===== config.mk =====
export PLATFORM = sky130hd
export DESIGN_NAME = romguard_top
export DESIGN_NICKNAME = d
export VERILOG_FILES = /design/src/rtl/romguard_pkg.sv /design/src/rtl/rg_mode_decode.sv /design/src/rtl/rg_open_reader.sv /design/src/rtl/rg_blind_check.sv /design/src/rtl/rg_fetch_guard.sv /design/src/rtl/romguard_top.sv
export SDC_FILE = /design/constraint.sdc
export NUM_CORES = 1
export LEC_CHECK = 0
export BUFFER_PORTS_ARGS = -buffer_cell sky130_fd_sc_hd__clkbuf_2
export CAP_MARGIN = 20
export CORE_MARGIN = 3
export CORE_UTILIZATION = 50
export CTS_CLUSTER_DIAMETER = 120
export DETAILED_ROUTE_END_ITERATION = 12
export GPL_TIMING_DRIVEN = 1
export PLACE_DENSITY = 0.7
export SLEW_MARGIN = 20
export SYNTH_ARGS = -nofsm -noshare
export SYNTH_HDL_FRONTEND = slang
export SYNTH_SLANG_ARGS = --single-unit

===== constraint.sdc =====
create_clock -name clk -period 4.6 [get_ports clk]
set_input_delay 0.92 -clock clk [delete_from_list [all_inputs] [get_ports clk]]
set_output_delay 0.92 -clock clk [all_outputs]
set_load 0.005 [all_outputs]

===== src/rtl/romguard_pkg.sv =====
// romguard_pkg: shared types and the ROM content function.
// Assumes an 8-bit data path. The ROM is a seeded arithmetic function of the
// address, so no large array is ever built.
package romguard_pkg;

    typedef logic [7:0] byte_t;

    typedef enum logic [1:0] {
        MODE_RUN   = 2'd0,
        MODE_OPEN  = 2'd1,
        MODE_BLIND = 2'd2
    } vmode_e;

    // Returns the stored byte for an address under the given seed.
    function automatic byte_t rom_cell(input logic [31:0] addr, input logic [15:0] seed);
        logic [31:0] prod;
        prod = (addr * 32'd40503) + {16'd0, seed};
        return prod[15:8] ^ prod[7:0];
    endfunction

endpackage


===== src/rtl/rg_mode_decode.sv =====
// rg_mode_decode: registers the test-mode pin levels and decodes the active
// verify mode. Assumes the pins are already synchronous to clk. On a sealed
// build the open mode is never granted.
module rg_mode_decode
    import romguard_pkg::*;
#(
    parameter bit SEALED = 1'b0
) (
    input  logic clk,
    input  logic rst_n,
    input  logic prog_strobe_n_i,
    input  logic addr_latch_i,
    input  logic ext_fetch_i,
    input  logic chip_reset_i,
    output logic open_act_o,
    output logic blind_act_o
);

    vmode_e mode_q;
    vmode_e mode_d;
    logic   test_pins;

    // Common pin pattern shared by both verify modes.
    assign test_pins = addr_latch_i & ext_fetch_i & ~chip_reset_i;

    // Pick the requested mode from the strobe pin level.
    always_comb begin
        mode_d = MODE_RUN;
        if (test_pins && !prog_strobe_n_i) begin
            mode_d = SEALED ? MODE_RUN : MODE_OPEN;
        end else if (test_pins && prog_strobe_n_i) begin
            mode_d = MODE_BLIND;
        end
    end

    // Register the decoded mode.
    always_ff @(posedge clk) begin
        if (!rst_n) begin
            mode_q <= MODE_RUN;
        end else begin
            mode_q <= mode_d;
        end
    end

    assign open_act_o  = (mode_q == MODE_OPEN);
    assign blind_act_o = (mode_q == MODE_BLIND);

endmodule


===== src/rtl/rg_open_reader.sv =====
// rg_open_reader: open-verify read path. Delays the external address by
// RD_LAT-1 stages, then registers the ROM byte, so data follows the address
// by RD_LAT edges. Data is forced to zero whenever the port is not enabled.
// Assumes RD_LAT >= 1.
module rg_open_reader
    import romguard_pkg::*;
#(
    parameter int unsigned ADDR_W   = 14,
    parameter int unsigned RD_LAT   = 2,
    parameter logic [15:0] ROM_SEED = 16'hA5C3
) (
    input  logic              clk,
    input  logic              rst_n,
    input  logic              open_act_i,
    input  logic [ADDR_W-1:0] addr_i,
    output byte_t             data_o,
    output logic              oe_o
);

    localparam int unsigned STAGES = RD_LAT - 1;

    logic [ADDR_W-1:0] tail_addr;
    byte_t             data_q;
    logic              oe_q;

    generate
        if (STAGES == 0) begin : g_direct
            assign tail_addr = addr_i;
        end else begin : g_pipe
            logic [ADDR_W-1:0] stg_q [STAGES];

            // Shift the sampled address through the delay stages.
            always_ff @(posedge clk) begin
                if (!rst_n) begin
                    for (int i = 0; i < int'(STAGES); i++) stg_q[i] <= '0;
                end else begin
                    stg_q[0] <= addr_i;
                    for (int i = 1; i < int'(STAGES); i++) stg_q[i] <= stg_q[i-1];
                end
            end

            assign tail_addr = stg_q[STAGES-1];
        end
    endgenerate

    // Fetch the byte and the enable, zero whenever the mode is off.
    always_ff @(posedge clk) begin
        if (!rst_n) begin
            data_q <= '0;
            oe_q   <= 1'b0;
        end else begin
            data_q <= open_act_i ? rom_cell(32'(tail_addr), ROM_SEED) : '0;
            oe_q   <= open_act_i;
        end
    end

    assign data_o = data_q;
    assign oe_o   = oe_q;

endmodule


===== src/rtl/rg_blind_check.sv =====
// rg_blind_check: blind-verify sequencer. It walks an internal address, compares
// each strobed expected byte with the stored one, and publishes a pass flag at
// every GROUP_LEN-th strobe. Assumes the ROM spans 2**ADDR_W bytes and that
// the state is cleared whenever the mode is off.
module rg_blind_check
    import romguard_pkg::*;
#(
    parameter int unsigned ADDR_W    = 14,
    parameter int unsigned GROUP_LEN = 16,
    parameter logic [15:0] ROM_SEED  = 16'hA5C3
) (
    input  logic              clk,
    input  logic              rst_n,
    input  logic              blind_act_i,
    input  logic              stb_i,
    input  byte_t             exp_i,
    output logic              ok_o,
    output logic [ADDR_W-1:0] cnt_o,
    output logic              group_end_o
);

    localparam int unsigned BEAT_W = (GROUP_LEN > 1) ? $clog2(GROUP_LEN) : 1;
    localparam logic [BEAT_W-1:0] BEAT_LAST = BEAT_W'(GROUP_LEN - 1);
    localparam logic [ADDR_W-1:0] ADDR_LAST = '1;

    logic [ADDR_W-1:0] cnt_q;
    logic [BEAT_W-1:0] beat_q;
    logic              sticky_q;
    logic              ok_q;
    logic              mism;
    logic              take;

    // Compare the strobed byte with the stored byte at the current address.
    assign mism = (rom_cell(32'(cnt_q), ROM_SEED) != exp_i);
    assign take = blind_act_i & stb_i;

    // Step the address, track the group, and publish the result.
    always_ff @(posedge clk) begin
        if (!rst_n) begin
            cnt_q    <= '0;
            beat_q   <= '0;
            sticky_q <= 1'b0;
            ok_q     <= 1'b0;
        end else if (!blind_act_i) begin
            cnt_q    <= '0;
            beat_q   <= '0;
            sticky_q <= 1'b0;
        end else if (stb_i) begin
            cnt_q <= (cnt_q == ADDR_LAST) ? '0 : cnt_q + 1'b1;
            if (beat_q == BEAT_LAST) begin
                ok_q     <= ~(sticky_q | mism);
                sticky_q <= 1'b0;
                beat_q   <= '0;
            end else begin
                beat_q   <= beat_q + 1'b1;
                sticky_q <= sticky_q | mism;
            end
        end
    end

    assign ok_o        = ok_q;
    assign cnt_o       = cnt_q;
    assign group_end_o = take & (beat_q == BEAT_LAST);

endmodule


===== src/rtl/rg_fetch_guard.sv =====
// rg_fetch_guard: code-read filter. It returns the ROM byte one edge after a
// read, unless the address lies outside the ROM or a sealed build is reading
// while executing externally; those reads return BAD_BYTE.
// Assumes CPU_AW > ADDR_W.
module rg_fetch_guard
    import romguard_pkg::*;
#(
    parameter int unsigned ADDR_W   = 14,
    parameter int unsigned CPU_AW   = 16,
    parameter bit          SEALED   = 1'b0,
    parameter logic [15:0] ROM_SEED = 16'hA5C3,
    parameter byte_t       BAD_BYTE = 8'hFF
) (
    input  logic              clk,
    input  logic              rst_n,
    input  logic              rd_i,
    input  logic              ext_i,
    input  logic [CPU_AW-1:0] addr_i,
    output byte_t             data_o,
    output logic              vld_o
);

    logic  in_rom;
    logic  blocked;
    byte_t data_q;
    logic  vld_q;

    // Decide whether this read may see ROM content.
    assign in_rom  = (addr_i[CPU_AW-1:ADDR_W] == '0);
    assign blocked = ~in_rom | (SEALED & ext_i);

    // Register the returned byte and its valid flag.
    always_ff @(posedge clk) begin
        if (!rst_n) begin
            data_q <= BAD_BYTE;
            vld_q  <= 1'b0;
        end else begin
            vld_q <= rd_i;
            if (rd_i) begin
                data_q <= blocked ? BAD_BYTE
                                  : rom_cell(32'(addr_i[ADDR_W-1:0]), ROM_SEED);
            end
        end
    end

    assign data_o = data_q;
    assign vld_o  = vld_q;

endmodule


===== src/rtl/romguard_top.sv =====
// romguard_top: ROM protection and verification controller. It ties the mode
// decoder, the open-verify reader, the blind-verify sequencer and the
// code-read filter together. SEALED fixes protection at build time.
// Assumes all inputs are synchronous to clk.
module romguard_top
    import romguard_pkg::*;
#(
    parameter int unsigned ADDR_W    = 14,
    parameter int unsigned CPU_AW    = 16,
    parameter int unsigned GROUP_LEN = 16,
    parameter int unsigned RD_LAT    = 2,
    parameter bit          SEALED    = 1'b0,
    parameter logic [15:0] ROM_SEED  = 16'hA5C3,
    parameter logic [7:0]  BAD_BYTE  = 8'hFF
) (
    input  logic              clk,
    input  logic              rst_n,
    input  logic              prog_strobe_n_i,
    input  logic              addr_latch_i,
    input  logic              ext_fetch_i,
    input  logic              chip_reset_i,
    input  logic [7:0]        addr_lo_i,
    input  logic [ADDR_W-9:0] addr_hi_i,
    output logic [7:0]        data_o,
    output logic              data_oe_o,
    input  logic [7:0]        exp_byte_i,
    input  logic              exp_stb_i,
    output logic              pv_ok_o,
    input  logic              cpu_rd_i,
    input  logic              cpu_ext_i,
    input  logic [CPU_AW-1:0] cpu_addr_i,
    output logic [7:0]        cpu_data_o,
    output logic              cpu_vld_o
);

    logic              open_act;
    logic              blind_act;
    logic [ADDR_W-1:0] blind_cnt;
    logic              group_end;

    rg_mode_decode #(
        .SEALED(SEALED)
    ) u_mode (
        .clk            (clk),
        .rst_n          (rst_n),
        .prog_strobe_n_i(prog_strobe_n_i),
        .addr_latch_i   (addr_latch_i),
        .ext_fetch_i    (ext_fetch_i),
        .chip_reset_i   (chip_reset_i),
        .open_act_o     (open_act),
        .blind_act_o    (blind_act)
    );

    rg_open_reader #(
        .ADDR_W  (ADDR_W),
        .RD_LAT  (RD_LAT),
        .ROM_SEED(ROM_SEED)
    ) u_open (
        .clk       (clk),
        .rst_n     (rst_n),
        .open_act_i(open_act),
        .addr_i    ({addr_hi_i, addr_lo_i}),
        .data_o    (data_o),
        .oe_o      (data_oe_o)
    );

    rg_blind_check #(
        .ADDR_W   (ADDR_W),
        .GROUP_LEN(GROUP_LEN),
        .ROM_SEED (ROM_SEED)
    ) u_blind (
        .clk        (clk),
        .rst_n      (rst_n),
        .blind_act_i(blind_act),
        .stb_i      (exp_stb_i),
        .exp_i      (exp_byte_i),
        .ok_o       (pv_ok_o),
        .cnt_o      (blind_cnt),
        .group_end_o(group_end)
    );

    rg_fetch_guard #(
        .ADDR_W  (ADDR_W),
        .CPU_AW  (CPU_AW),
        .SEALED  (SEALED),
        .ROM_SEED(ROM_SEED),
        .BAD_BYTE(BAD_BYTE)
    ) u_fetch (
        .clk   (clk),
        .rst_n (rst_n),
        .rd_i  (cpu_rd_i),
        .ext_i (cpu_ext_i),
        .addr_i(cpu_addr_i),
        .data_o(cpu_data_o),
        .vld_o (cpu_vld_o)
    );

endmodule


==> summary.txt <==
via count = 6803
synthesized instance count = 980
Critical Setup Path Class = in2reg
Most common cell on crit path = inv_2
end of the worst hold path = u_fetch.data_o[7]$_SDFFE_PN1P_
unrepaired setup endpoints after global routing = yes
post-route ant nets = 0
CTS Hold Buffers Added = 0
largest cells by area after synthesis = fa_1 28%, ha_1 25%, dfxtp_1 11%
first-pass GRT wire length = 34.1 mm
Vias/cell = 4.91
ys async rst share = 0
final hold slack = 469 ps
startpoint types = input pin
number of synthesized flops with an enable pin = 0
top-area cell type share of the netlist area = 0.279
post-layout util = 0.660
number of port buffers = 64
CP arrival = 4910 ps
WHS Path Cells = 1
syn nets = 1345
Die Height = 144 um
cell taking the most area after synthesis = fa_1
status = finished, violations left
internal reg-to-reg setup slack = -100 ps
average size of a mapped cell = 9.67 um^2
worst skew pair latency = 300 ps
initial antenna violation count = 0
root buffer cell = clkbuf_16
vias in the first global route = 7241
die area = 20600 um^2
Area after DPL = 11000 um^2
violated checks = setup timing
Worst Skew = 4.76 ps
Max Cap Viol = 0
num rows = 49
post-route DRC violation count = 0
Critical Path RT = 4800 ps
Core Region = 18300 um^2
final setup TNS = -440 ps
worst-margin pin slew = 473 ps
global route overflow = 0
fin nets = 1522
CP Launch Point = cpu_addr_i[4]
Static Leak = 5.88 nW
dpl hpwl = 17.6 mm
First-pass DRT Iterations = 4
Final Setup Violations = 5
CP Max Fanout = 4
count leader, synth = inv_1
max-slew violations = 0
Tcrit/Tclk final = 1.03
Setup WS post-layout = -117 ps
Clock Sinks = 54
sequential-to-total area share from yosys stat = 0.114
drt total wl = 20.8 mm
peak supply drop = 0.000404 V
RR Startpoint = u_blind.cnt_o[12]$_SDFFE_PN0P_
CTS tree = yes
GRT Total Usage = 0.205
Worst Min Path Start = u_fetch.data_o[7]$_SDFFE_PN1P_
cts bufs inserted = 5
CP max stage delay = 580 ps
area grow syn2layout = 27.3%
H-tree levels = 2
reg-to-reg endpoint = u_blind.ok_o$_SDFFE_PN0P_
CP Cell Sequence = clkbuf_16 > fa_2 > inv_2 > fa_2 > inv_2 > ha_4 > ha_4 > inv_2 > fa_1 > fa_1 > inv_2 > ha_4 > and4_1 > o21ai_2 > a21oi_2 > o41ai_2 > o21ai_1 > xnor2_1 > o22a_1
Max clock buf depth = 2
Slowest cell on crit path = fa_2
register bit count reported by yosys = 54
layout cells sized above 1 = 0.294
Routability Congestion = 0.848
Main synth FF type = dfxtp_1
ant diodes = 0
Critical Path End Type = register
DIE WIDTH = 144 um
relative slew slack = 0.685
finished layout cell area = 12100 um^2
list of most frequent post-synthesis cells = 235 x inv_1, 186 x ha_1, 132 x fa_1, 118 x xnor2_1, 54 x dfxtp_1
largest net degree at the start of global routing = 28
clock-pin slew of the registers on the worst-case setup and hold paths = 70 ps
DR iter-0 viols = 202
Synth Warn # = 0
Tmin final = 4720 ps
Wirelength per Cell = 15.0 um
FILL cells = 1411
worst reg-to-reg path cell count = 17
pre-CTS WS = -562 ps
worst hold path class = reg2reg
final hold violation count = 0
Max Clock Freq = 212 MHz
IO Pins = 66
synth unique cells = 47
PwrDens = 507 nW/um^2
synthesized area = 9480 um^2
Initial Utilization = 0.519
layout make-up:
cell class / instances / area [um^2] / area share
Tap cell: 229 / 287 / 0.0238
Clock inverter: 2 / 13.8 / 0.00114
Sequential cell: 54 / 1110 / 0.0922
Clock buffer: 5 / 125 / 0.0104
Multi-Input combinational cell: 684 / 8360 / 0.693
Inverter: 235 / 887 / 0.0735
Timing Repair Buffer: 177 / 1280 / 0.106
state kept, by name, indices dropped and copies added (netlist names):
signal / cells
u_open.g_pipe.stg_q: 14
u_blind.ok_o: 1
u_blind.beat_q: 4
u_blind.sticky_q: 1
u_fetch.vld_o: 1
u_mode.mode_q: 2
u_open.data_o: 8
u_open.oe_o: 1
u_fetch.data_o: 8
u_blind.cnt_o: 14
how the worst max path moves through the flow:
stage	endpoint	slack [ps]	depth (start not counted)
2_1_floorplan	u_fetch.data_o[7]$_SDFFE_PN1P_	-200	16
3_3_place_gp	u_fetch.data_o[7]$_SDFFE_PN1P_	-510	17
3_5_place_dp	u_fetch.data_o[5]$_SDFFE_PN1P_	-560	18
4_1_cts	u_blind.ok_o$_SDFFE_PN0P_	-150	17
5_1_grt	u_blind.ok_o$_SDFFE_PN0P_	-320	20
6_report	u_fetch.data_o[7]$_SDFFE_PN1P_	-120	19
through the flow:
step | total power (W) | cells
after floorplan | 0.00387 | 980
after global placement | 0.00483 | 1375
after detailed placement | 0.00496 | 1375
after CTS | 0.00562 | 1384
after global routing | 0.00671 | 1386
final | 0.00612 | 1386
worst max-delay path: cells and delay by family:
kind / cells / cell delay, ps
adder cells (fa/ha/maj): 7 / 2420
buffers and inverters: 5 / 350
AO/OA/AOI/OAI: 5 / 910
AND/OR/NAND/NOR: 1 / 180
XOR/XNOR: 1 / 140
cells in the final DEF (no fill, tap or decap), types with 8 or more instances in the layout:
cell / instances
a21oi_1: 16
xnor2_2: 12
dfxtp_1: 37
ha_1: 136
dfxtp_2: 13
ha_4: 41
and2_1: 15
fa_1: 121
inv_2: 21
fa_2: 11
nand2_1: 32
a21o_1: 10
clkbuf_2: 53
ha_2: 9
nand3_1: 11
inv_1: 212
nor2_1: 40
nand4_1: 8
xor2_1: 19
buf_4: 109
xnor2_1: 106
power by group:
| part | internal (W) | switching [W] |
|---|---|---|
| sequential | 0.000496 | 0.0000269 |
| combinational | 0.00279 | 0.00242 |
| clock | 0.000201 | 0.000190 |
kinds of logic after synthesis:
logic type               Yosys count  synth area share
multiplexers                       8           0.00885
AND/OR/NAND/NOR                  139            0.0714
adder cells (fa/ha/maj)          318             0.524
AO/OA/AOI/OAI                     79            0.0551
XOR/XNOR                         140             0.130
buffers and inverters            242            0.0960
flip-flops                        54             0.114
metal layers:
layer / vias up / GRT usage / routed length, um
li1: 3404 / - / -
met1: 3289 / 0.276 / 9420
met2: 97 / 0.370 / 10700
met3: 13 / 0.0153 / 533
met4: 0 / 0.0337 / 207
met5: - / 0 / 0
timing repair:
action	4_1_cts	5_1_grt
buffers inserted	2	3
gates resized for setup	65	109
pin swaps	40	58
endpoints found under the setup margin	8	12
Power figures use the tool's default switching activity.
